==> config.mk <==
export PLATFORM = sky130hd
export DESIGN_NAME = can_bittime_gen
export DESIGN_NICKNAME = d
export VERILOG_FILES = /design/src/rtl/can_bt_pkg.sv /design/src/rtl/can_bt_cfg.sv /design/src/rtl/can_bt_presc.sv /design/src/rtl/can_bt_sync.sv /design/src/rtl/can_bt_fsm.sv /design/src/rtl/can_bittime_gen.sv
export SDC_FILE = /design/constraint.sdc
export NUM_CORES = 1
export LEC_CHECK = 0
export ABC_AREA = 1
export BUFFER_PORTS_ARGS = -buffer_cell sky130_fd_sc_hd__buf_2
export CAP_MARGIN = 40
export CELL_PAD_IN_SITES_DETAIL_PLACEMENT = 0
export CELL_PAD_IN_SITES_GLOBAL_PLACEMENT = 1
export CORE_MARGIN = 4
export CORE_UTILIZATION = 29
export CTS_CLUSTER_DIAMETER = 80
export DETAILED_ROUTE_END_ITERATION = 12
export PLACE_DENSITY = 0.62
export SETUP_SLACK_MARGIN = 0.15
export SLEW_MARGIN = 30
export SYNTH_ARGS = -nofsm -noshare
export SYNTH_HDL_FRONTEND = slang
export SYNTH_SLANG_ARGS = --single-unit
export TNS_END_PERCENT = 5
==> constraint.sdc <==
create_clock -name clk -period 6.4 [get_ports clk]
set_input_delay 0.32 -clock clk [delete_from_list [all_inputs] [get_ports clk]]
set_output_delay 0.32 -clock clk [all_outputs]
set_load 0.02 [all_outputs]
==> src/rtl/can_bt_pkg.sv <==
package can_bt_pkg;

  parameter int unsigned PRESC_W = 8;
  parameter int unsigned SJW_W   = 2;
  parameter int unsigned SEG_W   = 3;
  // quantum counter width: holds a stretched phase segment and an error value
  localparam int unsigned QW = SEG_W + 2;

  typedef struct packed {
    logic [PRESC_W-1:0] presc;
    logic [SJW_W-1:0]   sjw;
    logic [SEG_W-1:0]   prop;
    logic [SEG_W-1:0]   ph1;
    logic [SEG_W-1:0]   ph2;
  } bt_cfg_t;

  typedef enum logic [1:0] {
    SEG_SYNC = 2'd0,
    SEG_PROP = 2'd1,
    SEG_PH1  = 2'd2,
    SEG_PH2  = 2'd3
  } seg_e;

  // a segment field encodes length minus one
  function automatic logic [QW-1:0] field_len(input logic [SEG_W-1:0] f);
    return QW'(f) + QW'(1);
  endfunction

  function automatic logic [QW-1:0] jump_len(input logic [SJW_W-1:0] f);
    return QW'(f) + QW'(1);
  endfunction

  function automatic logic [QW-1:0] min_q(input logic [QW-1:0] a,
                                          input logic [QW-1:0] b);
    return (a < b) ? a : b;
  endfunction

  // early edge: quantum position counted from 1 at the first propagation quantum
  function automatic logic [QW-1:0] lead_err(input seg_e s,
                                             input logic [QW-1:0] q,
                                             input logic [SEG_W-1:0] prop);
    if (s == SEG_PROP) return q + QW'(1);
    return field_len(prop) + q + QW'(1);
  endfunction

  // late edge: phase segment 2 quanta not yet completed
  function automatic logic [QW-1:0] lag_err(input logic [QW-1:0] q,
                                            input logic [SEG_W-1:0] ph2);
    return field_len(ph2) - q;
  endfunction

  function automatic seg_e next_seg(input seg_e s);
    case (s)
      SEG_SYNC: return SEG_PROP;
      SEG_PROP: return SEG_PH1;
      SEG_PH1:  return SEG_PH2;
      default:  return SEG_SYNC;
    endcase
  endfunction

endpackage

==> src/rtl/can_bt_cfg.sv <==
module can_bt_cfg
  import can_bt_pkg::*;
(
  input  logic    clk,
  input  logic    rst_n,
  input  logic    freeze,
  input  logic    we,
  input  bt_cfg_t din,
  output bt_cfg_t cfg_q
);

  logic load;
  assign load = freeze && we;

  // only the hard reset clears the fields
  always_ff @(posedge clk or negedge rst_n) begin
    if (!rst_n)    cfg_q <= '0;
    else if (load) cfg_q <= din;
  end


  cfg_hold_chk: assert property (@(posedge clk) disable iff (!rst_n)
    !(freeze && we) |=> $stable(cfg_q));

endmodule

==> src/rtl/can_bt_presc.sv <==
module can_bt_presc #(
  parameter int unsigned W = 8
) (
  input  logic         clk,
  input  logic         rst_n,
  input  logic         run,
  input  logic         clr,
  input  logic [W-1:0] div,
  output logic         tick
);

  logic [W-1:0] pcnt_q;
  logic         wrap;

  assign wrap = (pcnt_q == div);
  assign tick = run && !clr && wrap;

  always_ff @(posedge clk or negedge rst_n) begin
    if (!rst_n)            pcnt_q <= '0;
    else if (!run || clr)  pcnt_q <= '0;
    else if (wrap)         pcnt_q <= '0;
    else                   pcnt_q <= pcnt_q + W'(1);
  end


  tick_restart_chk: assert property (@(posedge clk) disable iff (!rst_n)
    tick |=> pcnt_q == '0);


  count_step_chk: assert property (@(posedge clk) disable iff (!rst_n)
    (run && !clr && !tick) |=> pcnt_q == $past(pcnt_q) + W'(1));

endmodule

==> src/rtl/can_bt_sync.sv <==
module can_bt_sync (
  input  logic clk,
  input  logic rst_n,
  input  logic rx_in,
  output logic rx_s,
  output logic fall_edge
);

  logic meta_q, sync_q, prev_q;

  // line idles recessive, so all stages reset to 1
  always_ff @(posedge clk or negedge rst_n) begin
    if (!rst_n) begin
      meta_q <= 1'b1;
      sync_q <= 1'b1;
      prev_q <= 1'b1;
    end else begin
      meta_q <= rx_in;
      sync_q <= meta_q;
      prev_q <= sync_q;
    end
  end

  assign rx_s      = sync_q;
  assign fall_edge = prev_q && !sync_q;


  fall_seen_chk: assert property (@(posedge clk) disable iff (!rst_n)
    $fell(rx_s) |-> fall_edge);


  rise_ignored_chk: assert property (@(posedge clk) disable iff (!rst_n)
    $rose(rx_s) |-> !fall_edge);

endmodule

==> src/rtl/can_bt_fsm.sv <==
module can_bt_fsm
  import can_bt_pkg::*;
(
  input  logic             clk,
  input  logic             rst_n,
  input  logic             run,
  input  logic             tick,
  input  logic             fall_edge,
  input  logic             bus_idle,
  input  logic             rx_s,
  input  logic [SJW_W-1:0] sjw,
  input  logic [SEG_W-1:0] prop,
  input  logic [SEG_W-1:0] ph1,
  input  logic [SEG_W-1:0] ph2,
  output logic             hsync,
  output logic             sample_stb,
  output logic             tx_stb,
  output logic             rx_bit
);

  seg_e          seg_q;
  logic [QW-1:0] qcnt_q;
  logic [QW-1:0] ext_q;
  logic [QW-1:0] shr_q;
  logic          done_q;
  logic          rx_bit_q;

  logic [QW-1:0] seg_len;
  logic [QW-1:0] jump;
  logic          seg_last;
  logic          resync_ok;

  assign jump = jump_len(sjw);

  always_comb begin
    case (seg_q)
      SEG_SYNC: seg_len = QW'(1);
      SEG_PROP: seg_len = field_len(prop);
      SEG_PH1:  seg_len = field_len(ph1) + ext_q;
      default:  seg_len = field_len(ph2) - shr_q;
    endcase
  end

  // a shortened phase 2 may already be used up: close at the next tick
  assign seg_last   = (qcnt_q + QW'(1)) >= seg_len;
  assign sample_stb = tick && (seg_q == SEG_PH1) && seg_last;
  assign tx_stb     = tick && (seg_q == SEG_PH2) && seg_last;
  assign hsync      = run && fall_edge && bus_idle;
  assign resync_ok  = run && fall_edge && !bus_idle && !done_q && !tx_stb;

  always_ff @(posedge clk or negedge rst_n) begin
    if (!rst_n) begin
      seg_q    <= SEG_SYNC;
      qcnt_q   <= '0;
      ext_q    <= '0;
      shr_q    <= '0;
      done_q   <= 1'b0;
      rx_bit_q <= 1'b1;
    end else if (!run) begin
      seg_q  <= SEG_SYNC;
      qcnt_q <= '0;
      ext_q  <= '0;
      shr_q  <= '0;
      done_q <= 1'b0;
    end else if (hsync) begin
      seg_q  <= SEG_PROP;
      qcnt_q <= '0;
      ext_q  <= '0;
      shr_q  <= '0;
      done_q <= 1'b0;
    end else begin
      if (tick) begin
        if (seg_last) begin
          qcnt_q <= '0;
          seg_q  <= next_seg(seg_q);
          if (seg_q == SEG_PH2) begin
            ext_q  <= '0;
            shr_q  <= '0;
            done_q <= 1'b0;
          end
        end else begin
          qcnt_q <= qcnt_q + QW'(1);
        end
      end
      if (resync_ok) begin
        done_q <= 1'b1;
        if (seg_q == SEG_PROP || seg_q == SEG_PH1)
          ext_q <= min_q(lead_err(seg_q, qcnt_q, prop), jump);
        else if (seg_q == SEG_PH2)
          shr_q <= min_q(lag_err(qcnt_q, ph2), jump);
      end
      if (sample_stb) rx_bit_q <= rx_s;
    end
  end

  assign rx_bit = rx_bit_q;


  sample_to_ph2_chk: assert property (@(posedge clk) disable iff (!rst_n)
    sample_stb |=> (seg_q == SEG_PH2) && (qcnt_q == '0));


  tx_to_sync_chk: assert property (@(posedge clk) disable iff (!rst_n)
    tx_stb |=> (seg_q == SEG_SYNC) && (qcnt_q == '0));


  strobes_apart_chk: assert property (@(posedge clk) disable iff (!rst_n)
    !(sample_stb && tx_stb));


  quiet_frozen_chk: assert property (@(posedge clk) disable iff (!rst_n)
    !run |-> !sample_stb && !tx_stb);


  hard_sync_chk: assert property (@(posedge clk) disable iff (!rst_n)
    hsync |=> (seg_q == SEG_PROP) && (qcnt_q == '0));


  jump_cap_chk: assert property (@(posedge clk) disable iff (!rst_n)
    (ext_q <= jump) && (shr_q <= jump));


  one_resync_chk: assert property (@(posedge clk) disable iff (!rst_n)
    (done_q && run && !hsync && !tx_stb) |=> done_q);


  bit_hold_chk: assert property (@(posedge clk) disable iff (!rst_n)
    !sample_stb |=> $stable(rx_bit_q));

endmodule

==> src/rtl/can_bittime_gen.sv <==
module can_bittime_gen
  import can_bt_pkg::*;
(
  input  logic               clk,
  input  logic               rst_n,
  input  logic               soft_rst,
  input  logic               freeze,
  input  logic               cfg_we,
  input  logic [PRESC_W-1:0] cfg_presc,
  input  logic [SJW_W-1:0]   cfg_sjw,
  input  logic [SEG_W-1:0]   cfg_prop,
  input  logic [SEG_W-1:0]   cfg_ph1,
  input  logic [SEG_W-1:0]   cfg_ph2,
  input  logic               bus_idle,
  input  logic               rx_in,
  output logic               tq_tick,
  output logic               sample_stb,
  output logic               tx_stb,
  output logic               rx_bit
);

  bt_cfg_t wr_cfg;
  bt_cfg_t cfg;
  logic    run;
  logic    rx_s;
  logic    fall_edge;
  logic    hsync;

  assign run = !freeze && !soft_rst;

  assign wr_cfg = '{presc: cfg_presc, sjw: cfg_sjw, prop: cfg_prop,
                    ph1: cfg_ph1, ph2: cfg_ph2};

  can_bt_cfg u_cfg (
    .clk    (clk),
    .rst_n  (rst_n),
    .freeze (freeze),
    .we     (cfg_we),
    .din    (wr_cfg),
    .cfg_q  (cfg)
  );

  can_bt_presc #(.W(PRESC_W)) u_presc (
    .clk   (clk),
    .rst_n (rst_n),
    .run   (run),
    .clr   (hsync),
    .div   (cfg.presc),
    .tick  (tq_tick)
  );

  can_bt_sync u_sync (
    .clk       (clk),
    .rst_n     (rst_n),
    .rx_in     (rx_in),
    .rx_s      (rx_s),
    .fall_edge (fall_edge)
  );

  can_bt_fsm u_fsm (
    .clk        (clk),
    .rst_n      (rst_n),
    .run        (run),
    .tick       (tq_tick),
    .fall_edge  (fall_edge),
    .bus_idle   (bus_idle),
    .rx_s       (rx_s),
    .sjw        (cfg.sjw),
    .prop       (cfg.prop),
    .ph1        (cfg.ph1),
    .ph2        (cfg.ph2),
    .hsync      (hsync),
    .sample_stb (sample_stb),
    .tx_stb     (tx_stb),
    .rx_bit     (rx_bit)
  );

endmodule

# After elaboration in Yosys (flattened, before gate mapping)
# Index checks and enable logic that the tools add are counted.
[word_totals]
elab_cells = 113
out_inout_bits = 4
regBits = 49
[classes]
n_addsub = 11
order_cmp = 3
reduce_logical = 28
muxes = 46
bitwise_logic = 1
eq_ne = 9
[ops]
columns = ["operator", "n"]
rows = [
  ["$mux 5", 27],
  ["$mux 8", 2],
  ["$pmux 5 s3", 1],
  ["$logic_and 1x1->1", 14],
  ["$add 3x1->4 const B", 3],
  ["$ne 4x4->1 const B", 3],
  ["$mux 1", 11],
  ["$add 5x1->5 const B", 2],
  ["$add 5x5->5", 2],
  ["$lt 5x5->1", 2],
  ["$sub 5x5->5", 2],
  ["$add 8x1->8 const B", 1],
  ["$eq 8x8->1", 1],
  ["$logic_not 1->1", 8],
  ["$mux 2", 4],
  ["$ne 3x3->1 const B", 2],
  ["$pmux 2 s3", 1],
  ["$reduce_and 3->1", 2],
  ["$ge 5x5->1", 1],
  ["$eq 2x2->1 const B", 2],
  ["$add 2x1->3 const B", 1],
  ["$eq 2x1->1 const B", 1],
  ["$logic_not 2->1", 1],
  ["$logic_or 1x1->1", 2],
  ["other kinds (2)", 2],
]

# Logic depth before layout (Yosys ltp)
# Gate-level depths: netlist of run 1.
[logic_depth]
depth_word = 25
depth_mapped = 23
depth_no_buf = 23

# Hierarchy
# From an unflattened synthesis of run 1, not the netlist that was laid out.
[hier_totals]
cells_unflattened = 465
hier_area_um2 = 3535.9
[modules_own_cells]
columns = ["module", "seq_area_each_um2", "area_per_inst_um2", "instances", "cells_per_inst"]
rows = [
  ["can_bt_fsm", 476.7, 2140.8, 1, 302],
  ["can_bt_cfg", 475.5, 774.5, 1, 82],
  ["can_bt_presc", 200.2, 528.0, 1, 75],
  ["can_bt_sync", 78.8, 88.8, 1, 5],
  ["can_bittime_gen", 0.0, 3.8, 1, 1],
]

# Least setup slack after synthesis of run 1
# OpenSTA, ideal clock, no wires.
[synth_timing]
kind = "reg-to-reg"
startpoint = "register u_cfg.cfg_q[0] (netlist name)"
endpoint = "register u_fsm.ext_q[1]"
slack_ps = 3307
period_less_slack_ps = 3093
n_path_buf = 0
path_stages_with_launch = 23
required_time_ps = 6287
setup_time_ps = 113
t_arrival_ps = 2980
path_cell_list = "dfrtp_1 > ha_1 > inv_1 > fa_1 > inv_1 > a21oi_1 > o21bai_1 > nor2_1 > o22ai_1 > inv_1 > ha_1 > nand2_1 > inv_1 > a21oi_2 > nand3_2 > nand4_4 > nand2_2 > inv_2 > nand2_4 > inv_2 > nand2_1 > nand2_1 > inv_1"
[synth_between]
elab_chain_cells = 10
[synth_lines]
columns = ["item", "line", "source"]
rows = [
  ["start: declaration", "can_bt_cfg.sv:9", "output bt_cfg_t cfg_q"],
  ["start signal: assignment", "can_bt_cfg.sv:18", "else if (load) cfg_q <= din;"],
  ["$add 3x1->4 (*)", "can_bt_pkg.sv:26", "return QW'(f) + QW'(1);"],
  ["$sub 5x5->5 (*)", "can_bt_fsm.sv:40", "default: seg_len = field_len(ph2) - shr_q;"],
  ["$pmux 5 s3 (*)", "can_bt_fsm.sv:36", "case (seg_q)"],
  ["$ge 5x5->1 (*)", "can_bt_fsm.sv:45", "assign seg_last = (qcnt_q + QW'(1)) >= seg_len;"],
  ["$mux 5 / $logic_and 1x1->1 (equally long branches)", "can_bt_fsm.sv:73, can_bt_fsm.sv:47", ""],
  ["$mux 5 / $logic_not 1->1 (equally long branches)", "can_bt_fsm.sv:72, can_bt_fsm.sv:49", ""],
  ["$mux 5 / $logic_and 1x1->1 (equally long branches)", "can_bt_fsm.sv:87, can_bt_fsm.sv:49", ""],
  ["$mux 5 (*)", "can_bt_fsm.sv:85", "if (resync_ok) begin"],
  ["$mux 5 (*)", "can_bt_fsm.sv:65", "end else if (hsync) begin"],
  ["$mux 5 (*)", "can_bt_fsm.sv:59", "end else if (!run) begin"],
  ["end signal: assignment", "can_bt_fsm.sv:88", "ext_q <= min_q(lead_err(seg_q, qcnt_q, prop), jump);"],
  ["end: declaration", "can_bt_fsm.sv:23", "logic [QW-1:0] ext_q;"],
]
# Every way passes the cells marked *; elsewhere a longest branch is shown, timed or not.
# A chain may end at the register's enable or synchronous reset.

# Worst setup path after layout of run 1
[layout_timing]
startpoint = "register u_cfg.cfg_q[0] (netlist name)"
endpoint = "output port sample_stb"
[layout_between]
elab_chain_cells = 5
[layout_lines]
columns = ["item", "line", "source"]
rows = [
  ["$add 3x1->4", "can_bt_pkg.sv:26", ""],
  ["$sub 5x5->5", "can_bt_fsm.sv:40", ""],
  ["$pmux 5 s3", "can_bt_fsm.sv:36", ""],
  ["$ge 5x5->1", "can_bt_fsm.sv:45", ""],
  ["$logic_and 1x1->1", "can_bt_fsm.sv:46", "assign sample_stb = tick && (seg_q == SEG_PH1) && seg_last;"],
  ["end: declaration", "can_bittime_gen.sv:17", "output logic sample_stb,"],
]
# No other way between the ends.

==> flow_metrics.env, run 1 <==
export IMPL_syn2layout_area_growth_pct=13.35
export IMPL_via_count=3036
export IMPL_intPower_uw=578.6
export IMPL_critPathKind="reg2out"
export IMPL_antenna_found_initial=0
export IMPL_final_common_cell="nand2_1"
export IMPL_start_kind="register"
export IMPL_ys_ff_latch=49
export IMPL_die_x_um=118.9
export IMPL_io_buffers=29
export IMPL_max_freq_ghz=0.2677
export IMPL_ir_worst_vdd_mv=0.08976
export IMPL_ios=30
export IMPL_crit_top_cell="inv_1"
export IMPL_clkSinkCount=49
export IMPL_utilization_pct=33.69
export IMPL_finalPower_uw=886.6
export IMPL_cp_required_ns=6.08
export IMPL_clkPwrFrac_pct=30.5
export IMPL_seq_power_share_pct=38.8
export IMPL_tns_ns=0
export IMPL_synth_top_family_by_area="simple AND/OR/NAND/NOR gates"
export IMPL_timing_hold_ws_ns=0.1203
export IMPL_rr_startpoint="u_cfg.cfg_q[0]"
export IMPL_end_kind="output port"
export IMPL_fin_skew_ns=0.008353
export IMPL_cpPeakStageDelay_ns=0.43
export IMPL_numCtsBuffers=5
export IMPL_synthMuxAreaShare_pct=2.524
export IMPL_finalWorstSetupSlack_ns=2.665
export IMPL_p_sw_uw=308.0
export IMPL_start_util_pct=29.72
export IMPL_synthSimpleGateAreaFrac_pct=27.30
export IMPL_power_per_cell_area_nw_per_um2=219.1
export IMPL_path_max_fanout=7
export IMPL_final_hold_viol_count=0
export IMPL_synth_top_cell_area_share_pct=31.55
export IMPL_dieHeight_um=118.9
export IMPL_drt_initial_drc_count=161
export IMPL_clock_latency_ns=0.30
export IMPL_arrival_ns=3.42
export IMPL_cts_setup_buffers=0
export IMPL_nets=579
export IMPL_grt_pass1_wl_mm=15.56
export IMPL_synth_compound_area_share_pct=8.798
export IMPL_cts_root_buf="clkbuf_16"
export IMPL_cp_cell_sequence="ha_1 -> inv_1 -> fa_1 -> inv_1 -> a21oi_1 -> o21bai_1 -> nor2_1 -> o22ai_1 -> inv_1 -> ha_1 -> nand2_1 -> inv_1 -> a21oi_2 -> nand3_2 -> nand3_1 -> inv_1 -> buf_2"
export IMPL_tritoncts="yes"
export IMPL_postSynthAreaPerCell_sq_um=7.452
export IMPL_max_slew_worst_pin_slew_ns=0.6949
export IMPL_final_cell_mix="nand2_1, inv_1, dfrtp_1"
export IMPL_core_sq_um=12010
export IMPL_synth_cells=479
export IMPL_dp_hpwl_mm=7.179
export IMPL_synthXorXnorAreaFrac_pct=3.435
export IMPL_htree_levels=2
export IMPL_firstDrtPassIters=4
export IMPL_yosysWarningCount=0
export IMPL_relSlewSlack_pct=53.18
export IMPL_drive_above_1_share_pct=12.82
export IMPL_crit_slowest_cell="dfrtp_1"
export IMPL_finalMaxSlewViolations=0
export IMPL_synth_adder_area_share_pct=14.51
export IMPL_leakagePower_nw=2.160
export IMPL_hold_path_class="in2async"
export IMPL_rsz0062_at_grt="false"
export IMPL_cts_hold_buf=0
export IMPL_ys_top_cells_by_area="dfrtp_1, nand2_1, ha_1"
export IMPL_ant_nets=0
export IMPL_mappedNetlistArea_sq_um=3570
export IMPL_diodes=0
export IMPL_startpoint="u_cfg.cfg_q[0]"
export IMPL_wl_mm=9.053
export IMPL_routedWlPerCell_um=13.68
export IMPL_cap_violations=0
export IMPL_dieArea_sq_um=14150
export IMPL_path_clk_slew_ns=0.07
export IMPL_grt_max_degree=50
export IMPL_outcome="finished, final reports clean"
export IMPL_rows=40
export IMPL_grt_pass1_vias=3099
export IMPL_sw_frac_of_total_pct=34.74
export IMPL_finalWeightedCongestion=0.8466
export IMPL_drc=0
export IMPL_grtUsageTotal_pct=13.66
export IMPL_syn_nets=544
export IMPL_synth_top_area_cell="dfrtp_1"
export IMPL_cts_resized=0
export IMPL_viasPerCell=4.586
export IMPL_pre_cts_slack_ns=2.989
export IMPL_grt_overflow=0
export IMPL_finalCriticalPeriod_ns=3.735
export IMPL_cts_path_max_buffers=2
export IMPL_comb_power_share_pct=30.7
export IMPL_synthDistinctLibCells=35
export IMPL_seq_area_frac_synth_pct=34.49
export IMPL_setup_viol=0
export IMPL_fin_crit_sh_pct=58.36
==> power by group through the flow <==
stage,registers (mW),logic (mW),clock network [mW]
4_1_cts,0.344,0.277,0.279
6_report,0.344,0.272,0.270
5_1_grt,0.347,0.326,0.293
2_1_floorplan,0.346,0.201,0
3_5_place_dp,0.351,0.275,0
3_3_place_gp,0.350,0.272,0
==> sequential cells by signal (all words and copies together) (netlist names) <==
register,count
u_fsm.shr_q,5
u_sync.prev_q,1
u_fsm.seg_q,2
u_cfg.cfg_q,19
u_fsm.rx_bit,1
u_fsm.done_q,1
u_fsm.qcnt_q,5
u_sync.meta_q,1
u_sync.rx_s,1
u_fsm.ext_q,5
u_presc.pcnt_q,8
==> through the flow <==
| stage | instances | area, sq um |
|---|---|---|
| 4_1_cts | 662 | 4046 |
| 5_1_grt | 662 | 4046 |
| 3_3_place_gp | 654 | 3902 |
| 3_5_place_dp | 654 | 3902 |
| 2_1_floorplan | 479 | 3570 |
| 6_report | 662 | 4046 |
==> cell type report <==
type / count / area (sq um)
Clock buffer: 6 / 128.9
Inverter: 82 / 307.8
Sequential cell: 49 / 1231
Multi-Input combinational cell: 345 / 2019
Tap cell: 147 / 183.9
Clock inverter: 2 / 15.01
Fill cell: 1304 / 7965
Timing Repair Buffer: 31 / 160.2
==> cell usage after synthesis, drive strengths merged <==
master and count:
a21oi 29, a221oi 2, a31oi 1, and3 1
clkbuf 3, dfrtp 45, dfstp 4, fa 4
ha 35, inv 82, mux2 8, nand2 140
nand3 24, nand3b 4, nand4 8, nor2 44
nor3 5, nor3b 1, o211ai 1, o21a 2
o21ai 18, o21bai 1, o22ai 2, o311ai 1
xnor2 5, xor2 9
==> critical path, delay by kind of cell, from the launching register on <==
family	cells	cell delay, ns
fa+ha+maj	3	1.05
buf+inv	6	0.50
flops	1	0.43
compound gates	4	0.56
simple gates	4	0.56
==> final timing paths <==
check / end / slack, ns / cells past startpoint
setup / recovery: sample_stb / 2.66 / 17
hold / removal: u_cfg.cfg_q[15] / 0.12 / 2
setup reg to reg: u_fsm.ext_q[0] / 2.97 / 22
hold reg to reg: u_sync.rx_s / 0.36 / 0
max in group asynchronous: u_cfg.cfg_q[5] / 5.83 / 2
min in group clk: u_sync.meta_q / 0.12 / 1
==> logic make-up (layout without fill, tap and decap cells) <==
logic type,Yosys count,count (layout)
XOR/XNOR,14,14
buffers and inverters,85,121
adder cells (fa/ha/maj),39,39
AND/OR/NAND/NOR,227,227
flip-flops,49,49
multiplexers,8,8
AO/OA/AOI/OAI,57,57
==> routing by layer <==
metal  up-vias  share of wire (%)  global-route usage, %
met3         9                4.5                  2.137
li1       1596                  -                      -
met4         0                1.5                  3.838
met2        40                 44                  21.31
met5         -                  0                      0
met1      1391                 50                  19.59
Power figures use the tool's default switching activity.
==> run 2, diff against run 1 <==
==> constraint.sdc (replaced) <==
create_clock -name clk -period 3.7 [get_ports clk]
set_input_delay 0.185 -clock clk [delete_from_list [all_inputs] [get_ports clk]]
set_output_delay 0.185 -clock clk [all_outputs]
set_load 0.02 [all_outputs]
==> flow_metrics.env, run 2 (synthesis results as in run 1) <==
export IMPL_max_slew_worst_pin_slew_ns=0.6588
export IMPL_ios=30
export IMPL_fin_crit_sh_pct=90.28
export IMPL_timing_hold_ws_ns=-0.002212
export IMPL_syn2layout_area_growth_pct=17.49
export IMPL_clock_latency_ns=0.29
export IMPL_rsz0062_at_grt="false"
export IMPL_dp_hpwl_mm=6.966
export IMPL_clkSinkCount=49
export IMPL_diodes=0
export IMPL_grt_pass1_wl_mm=14.76
export IMPL_leakagePower_nw=2.201
export IMPL_crit_slowest_cell="dfrtp_2"
export IMPL_drive_above_1_share_pct=16.18
export IMPL_max_freq_ghz=0.2994
export IMPL_viasPerCell=4.521
export IMPL_grt_overflow=0
export IMPL_ir_worst_vdd_mv=0.2394
export IMPL_dieArea_sq_um=14150
export IMPL_die_x_um=118.9
export IMPL_nFillCells=1302
export IMPL_tritoncts="yes"
export IMPL_grtUsageTotal_pct=12.92
export IMPL_dpl_instance_area_sq_um=3910
export IMPL_path_clk_slew_ns=0.07
export IMPL_firstDrtPassIters=4
export IMPL_cpPeakStageDelay_ns=0.45
export IMPL_final_hold_viol_count=1
export IMPL_setup_viol=0
export IMPL_cp_required_ns=3.51
export IMPL_drc=0
export IMPL_routedWlPerCell_um=13.27
export IMPL_arrival_ns=3.16
export IMPL_grt_pass1_vias=2899
export IMPL_largestRegisters="u_cfg.cfg_q: 19 flops, u_presc.pcnt_q: 8 flops"
export IMPL_end_kind="output port"
export IMPL_numCtsBuffers=5
export IMPL_antenna_found_initial=0
export IMPL_drt_initial_drc_count=141
export IMPL_wl_mm=8.841
export IMPL_via_count=3011
export IMPL_core_sq_um=12010
export IMPL_cp_num_buf_inv=3
export IMPL_regMostFlops="u_cfg.cfg_q"
export IMPL_path_max_fanout=6
export IMPL_fin_skew_ns=0.003671
export IMPL_final_common_cell="nand2_1"
export IMPL_nets=583
export IMPL_crit_family="adder cells"
export IMPL_cts_root_buf="clkbuf_16"
export IMPL_largest_reg_flops=19
export IMPL_hold_path_class="in2async"
export IMPL_cp_cell_sequence="ha_4 -> xor2_2 -> ha_1 -> a21oi_1 -> o21a_1 -> o21ai_0 -> a21oi_1 -> a221oi_2 -> ha_1 -> nand2_1 -> inv_1 -> a21oi_4 -> nand3_4 -> nand3_2 -> inv_1 -> buf_2"
export IMPL_design_area_sq_um=4194
export IMPL_htree_levels=2
export IMPL_tns_ns=0
export IMPL_start_util_pct=29.72
export IMPL_violations="hold timing"
export IMPL_finalWeightedCongestion=0.8059
export IMPL_finalCriticalPeriod_ns=3.340
export IMPL_cap_violations=0
export IMPL_start_kind="register"
export IMPL_critPathKind="reg2out"
export IMPL_grt_max_degree=50
export IMPL_rows=40
export IMPL_relSlewSlack_pct=56.08
export IMPL_cts_path_max_buffers=2
export IMPL_finalMaxSlewViolations=0
export IMPL_outcome="complete, but fails checks"
export IMPL_io_buffers=29
export IMPL_final_cell_mix="nand2_1, inv_1, dfrtp_1"
export IMPL_power_per_cell_area_nw_per_um2=388.1
export IMPL_ant_nets=0
export IMPL_dieHeight_um=118.9
-- run 2: cell count changes in the layout (fill, tap and decap cells not counted), sizes merged --
cell         delta
buf             +3
bufinv          +1
clkinvlp        -1
dlygate4sd3     +1
-- run 2: metal layers --
metal	vias up	wire [um]	GRT usage, %
met5	-	0	0
met4	0	74	2.824
met3	5	296	1.947
met2	44	3910	20.36
met1	1360	4559	18.75
li1	1602	-	-
-- run 2: through the flow --
step           worst slack (ns)  utilization (%)  instances  hold WS [ns]  total power [mW]
3_3_place_gp             0.3961            32.55        655        0.2913             1.076
2_1_floorplan            0.6069                -        479       -0.1106            0.9461
4_1_cts                  0.1452            34.15        664       0.03908             1.637
5_1_grt                  0.1367            34.92        666       0.07392             1.761
6_report                 0.3598            34.92        666     -0.002212             1.628
3_5_place_dp             0.3214            32.55        655        0.2939             1.078
-- run 2: timing repair --
action | 4_1_cts | 5_1_grt
pin swaps | 0 | 7
resized for setup | 1 | 16
hold buffers | 1 | 0
buffers inserted | 0 | 2
setup endpoints to repair | 1 | 16
hold endpoints to repair | 1 | 0
-- run 2: final cells by class --
type	instances	area (sq um)	share of cell area (%)
Clock buffer	6	138.9	3.311
Clock inverter	2	37.54	0.8950
Timing Repair Buffer	35	195.2	4.654
Tap cell	147	183.9	4.385
Sequential cell	49	1232	29.39
Multi-Input combinational cell	345	2098	50.03
Inverter	82	307.8	7.339
-- run 2: path summary, 6_finish.rpt --
| kind | startpoint | end | slack (ns) | cells after the start |
|---|---|---|---|---|
| worst max-delay path | u_cfg.cfg_q[0] | sample_stb | 0.36 | 16 |
| worst min-delay path | rst_n | u_cfg.cfg_q[16] | -0.002 | 2 |
| worst max register to register | u_cfg.cfg_q[0] | u_fsm.seg_q[0] | 0.47 | 18 |
| worst min register to register | u_sync.meta_q | u_sync.rx_s | 0.36 | 0 |
| max in group asynchronous | rst_n | u_cfg.cfg_q[0] | 3.23 | 2 |
| min in group clk | cfg_sjw[1] | u_cfg.cfg_q[10] | 0.12 | 2 |
-- run 2: power by group --
group / total [mW] / internal [mW] / switching (mW)
Clock: 0.544 / 0.338 / 0.206
Sequential: 0.598 / 0.570 / 0.0289
Combinational: 0.485 / 0.191 / 0.294
Total: 1.63 / 1.10 / 0.529
==> run 3, diff against run 2 <==
==> constraint.sdc (replaced) <==
create_clock -name clk -period 3.1 [get_ports clk]
set_input_delay 0.155 -clock clk [delete_from_list [all_inputs] [get_ports clk]]
set_output_delay 0.155 -clock clk [all_outputs]
set_load 0.02 [all_outputs]
==> flow_metrics.env, run 3 (synthesis results as in run 1) <==
export IMPL_outcome="complete, but fails checks"
export IMPL_violations="setup timing"
export IMPL_numCtsBuffers=5
export IMPL_fin_skew_ns=0.007090
export IMPL_routedWlPerCell_um=13.58
export IMPL_path_clk_slew_ns=0.07
export IMPL_cts_root_buf="clkbuf_16"
export IMPL_rsz0062_at_grt="true"
export IMPL_tritoncts="yes"
export IMPL_wl_mm=9.400
export IMPL_diodes=0
export IMPL_path_max_fanout=3
export IMPL_seq_area_sq_um=1231
export IMPL_finalWorstSetupSlack_ns=-0.1563
export IMPL_cp_required_ns=2.94
export IMPL_critPathKind="reg2out"
export IMPL_viasPerCell=4.564
export IMPL_start_kind="register"
export IMPL_dp_hpwl_mm=7.429
export IMPL_drc=0
export IMPL_cap_violations=0
export IMPL_firstDrtPassIters=4
export IMPL_dieHeight_um=118.9
export IMPL_tns_ns=-0.7554
export IMPL_final_cell_mix="nand2_1, inv_1, dfrtp_1"
export IMPL_cpPeakStageDelay_ns=0.43
export IMPL_dp_cells=674
export IMPL_final_hold_viol_count=0
export IMPL_max_slew_worst_pin_slew_ns=0.5614
export IMPL_grtUsageTotal_pct=14.00
export IMPL_nets=609
export IMPL_ios=30
export IMPL_drt_initial_drc_count=149
export IMPL_leakagePower_nw=2.347
export IMPL_hold_path_class="in2reg"
export IMPL_finalPower_mw=2.041
export IMPL_clock_latency_ns=0.30
export IMPL_finalCriticalPeriod_ns=3.256
export IMPL_multi_input_area_sq_um=2208
export IMPL_end_kind="output port"
export IMPL_finalWeightedCongestion=0.8236
export IMPL_syn2layout_area_growth_pct=27.59
export IMPL_max_freq_ghz=0.3071
export IMPL_relSlewSlack_pct=62.18
export IMPL_nFillCells=1261
export IMPL_dieArea_sq_um=14150
export IMPL_final_cells=692
export IMPL_cp_cell_sequence="ha_4 -> inv_1 -> fa_2 -> inv_2 -> a21oi_2 -> o21bai_1 -> nor2_1 -> o22ai_1 -> inv_1 -> ha_4 -> nand2_2 -> nor2_1 -> nand2_2 -> nand3_4 -> nand4_4 -> buf_6 -> inv_2 -> buf_6"
export IMPL_rows=40
export IMPL_grt_pass1_vias=3232
export IMPL_crit_slowest_cell="dfrtp_1"
export IMPL_antenna_found_initial=0
export IMPL_clkSinkCount=49
export IMPL_finalMaxSlewViolations=0
export IMPL_setup_viol=11
export IMPL_via_count=3158
export IMPL_htree_levels=2
export IMPL_final_common_cell="nand2_1"
export IMPL_power_per_cell_area_nw_per_um2=448.2
export IMPL_die_x_um=118.9
export IMPL_core_sq_um=12010
export IMPL_grt_overflow=0
export IMPL_largestRegisters="u_cfg.cfg_q: 19 flops, u_presc.pcnt_q: 8 flops"
export IMPL_ant_nets=0
export IMPL_largest_reg_flops=19
export IMPL_cts_path_max_buffers=2
export IMPL_io_buffers=29
export IMPL_grt_pass1_wl_mm=15.94
export IMPL_arrival_ns=3.10
export IMPL_fin_crit_sh_pct=105.0
export IMPL_start_util_pct=29.72
export IMPL_grt_max_degree=33
export IMPL_regMostFlops="u_cfg.cfg_q"
export IMPL_ir_worst_vdd_mv=0.2083
export IMPL_drive_above_1_share_pct=23.30
run 3: report_power, final:
group | internal, mW | total (mW) | switching [mW] | leakage, nW
combinational | 0.290 | 0.671 | 0.381 | 1.65
clock | 0.383 | 0.655 | 0.272 | 0.0842
sequential | 0.679 | 0.715 | 0.0363 | 0.617
total | 1.35 | 2.04 | 0.689 | 2.35
run 3: worst paths after layout:
kind	startpoint	to	slack, ns	cells past startpoint
min reg2reg	u_sync.meta_q	u_sync.rx_s	0.36	0
max in group asynchronous	rst_n	u_cfg.cfg_q[1]	2.28	3
min in group asynchronous	rst_n	u_cfg.cfg_q[15]	0.26	2
max reg2reg	u_cfg.cfg_q[0]	u_fsm.shr_q[1]	-0.10	22
max	u_cfg.cfg_q[0]	tx_stb	-0.16	18
min	cfg_ph2[1]	u_cfg.cfg_q[1]	0.08	2
run 3: through the flow:
step / utilization (%) / hold WS [ns] / area (sq um) / setup WS, ns
global route: 37.92 / 0.08115 / 4554 / -0.3321
detailed placement: 33.97 / 0.2653 / 4080 / -0.09674
finish: 37.92 / 0.08411 / 4554 / -0.1563
global placement: 33.95 / 0.2614 / 4078 / -0.02278
CTS: 36.99 / 0.08073 / 4443 / -0.1942
floorplan: - / -0.1406 / 3595 / 0.08369
run 3: layout make-up:
type | instances | area share (%)
inverter | 82 | 6.868
clock inverter | 3 | 0.9615
multi-input combinational | 345 | 48.49
tap | 147 | 4.038
clock buffer | 5 | 2.747
timing repair buffer | 61 | 9.863
sequential | 49 | 27.03
run 3: timing repair:
action | 4_1_cts | 5_1_grt
endpoints found under the setup margin | 21 | 21
hold buffers | 2 | 0
buffers inserted | 5 | 2
gates resized for setup | 31 | 25
pin swaps | 13 | 13
endpoints found under the hold margin | 28 | 0
run 3: routing by layer:
| metal | vias to the layer above | track usage (%) | share of wire [%] |
|---|---|---|---|
| met1 | 1457 | 19.34 | 50 |
| met2 | 41 | 22.74 | 46 |
| met5 | - | 0 | 0 |
| met4 | 0 | 3.621 | 1.3 |
| li1 | 1651 | - | - |
| met3 | 9 | 2.374 | 3.3 |
run 3: worst max-delay path: cells and delay by family (launching register included):
kind                     cells  cell delay [ns]
AND/OR/NAND/NOR              6             0.53
AO/OA/AOI/OAI                3             0.38
buffers and inverters        6             0.53
adder cells (fa/ha/maj)      3             0.92
flip-flops                   1             0.43
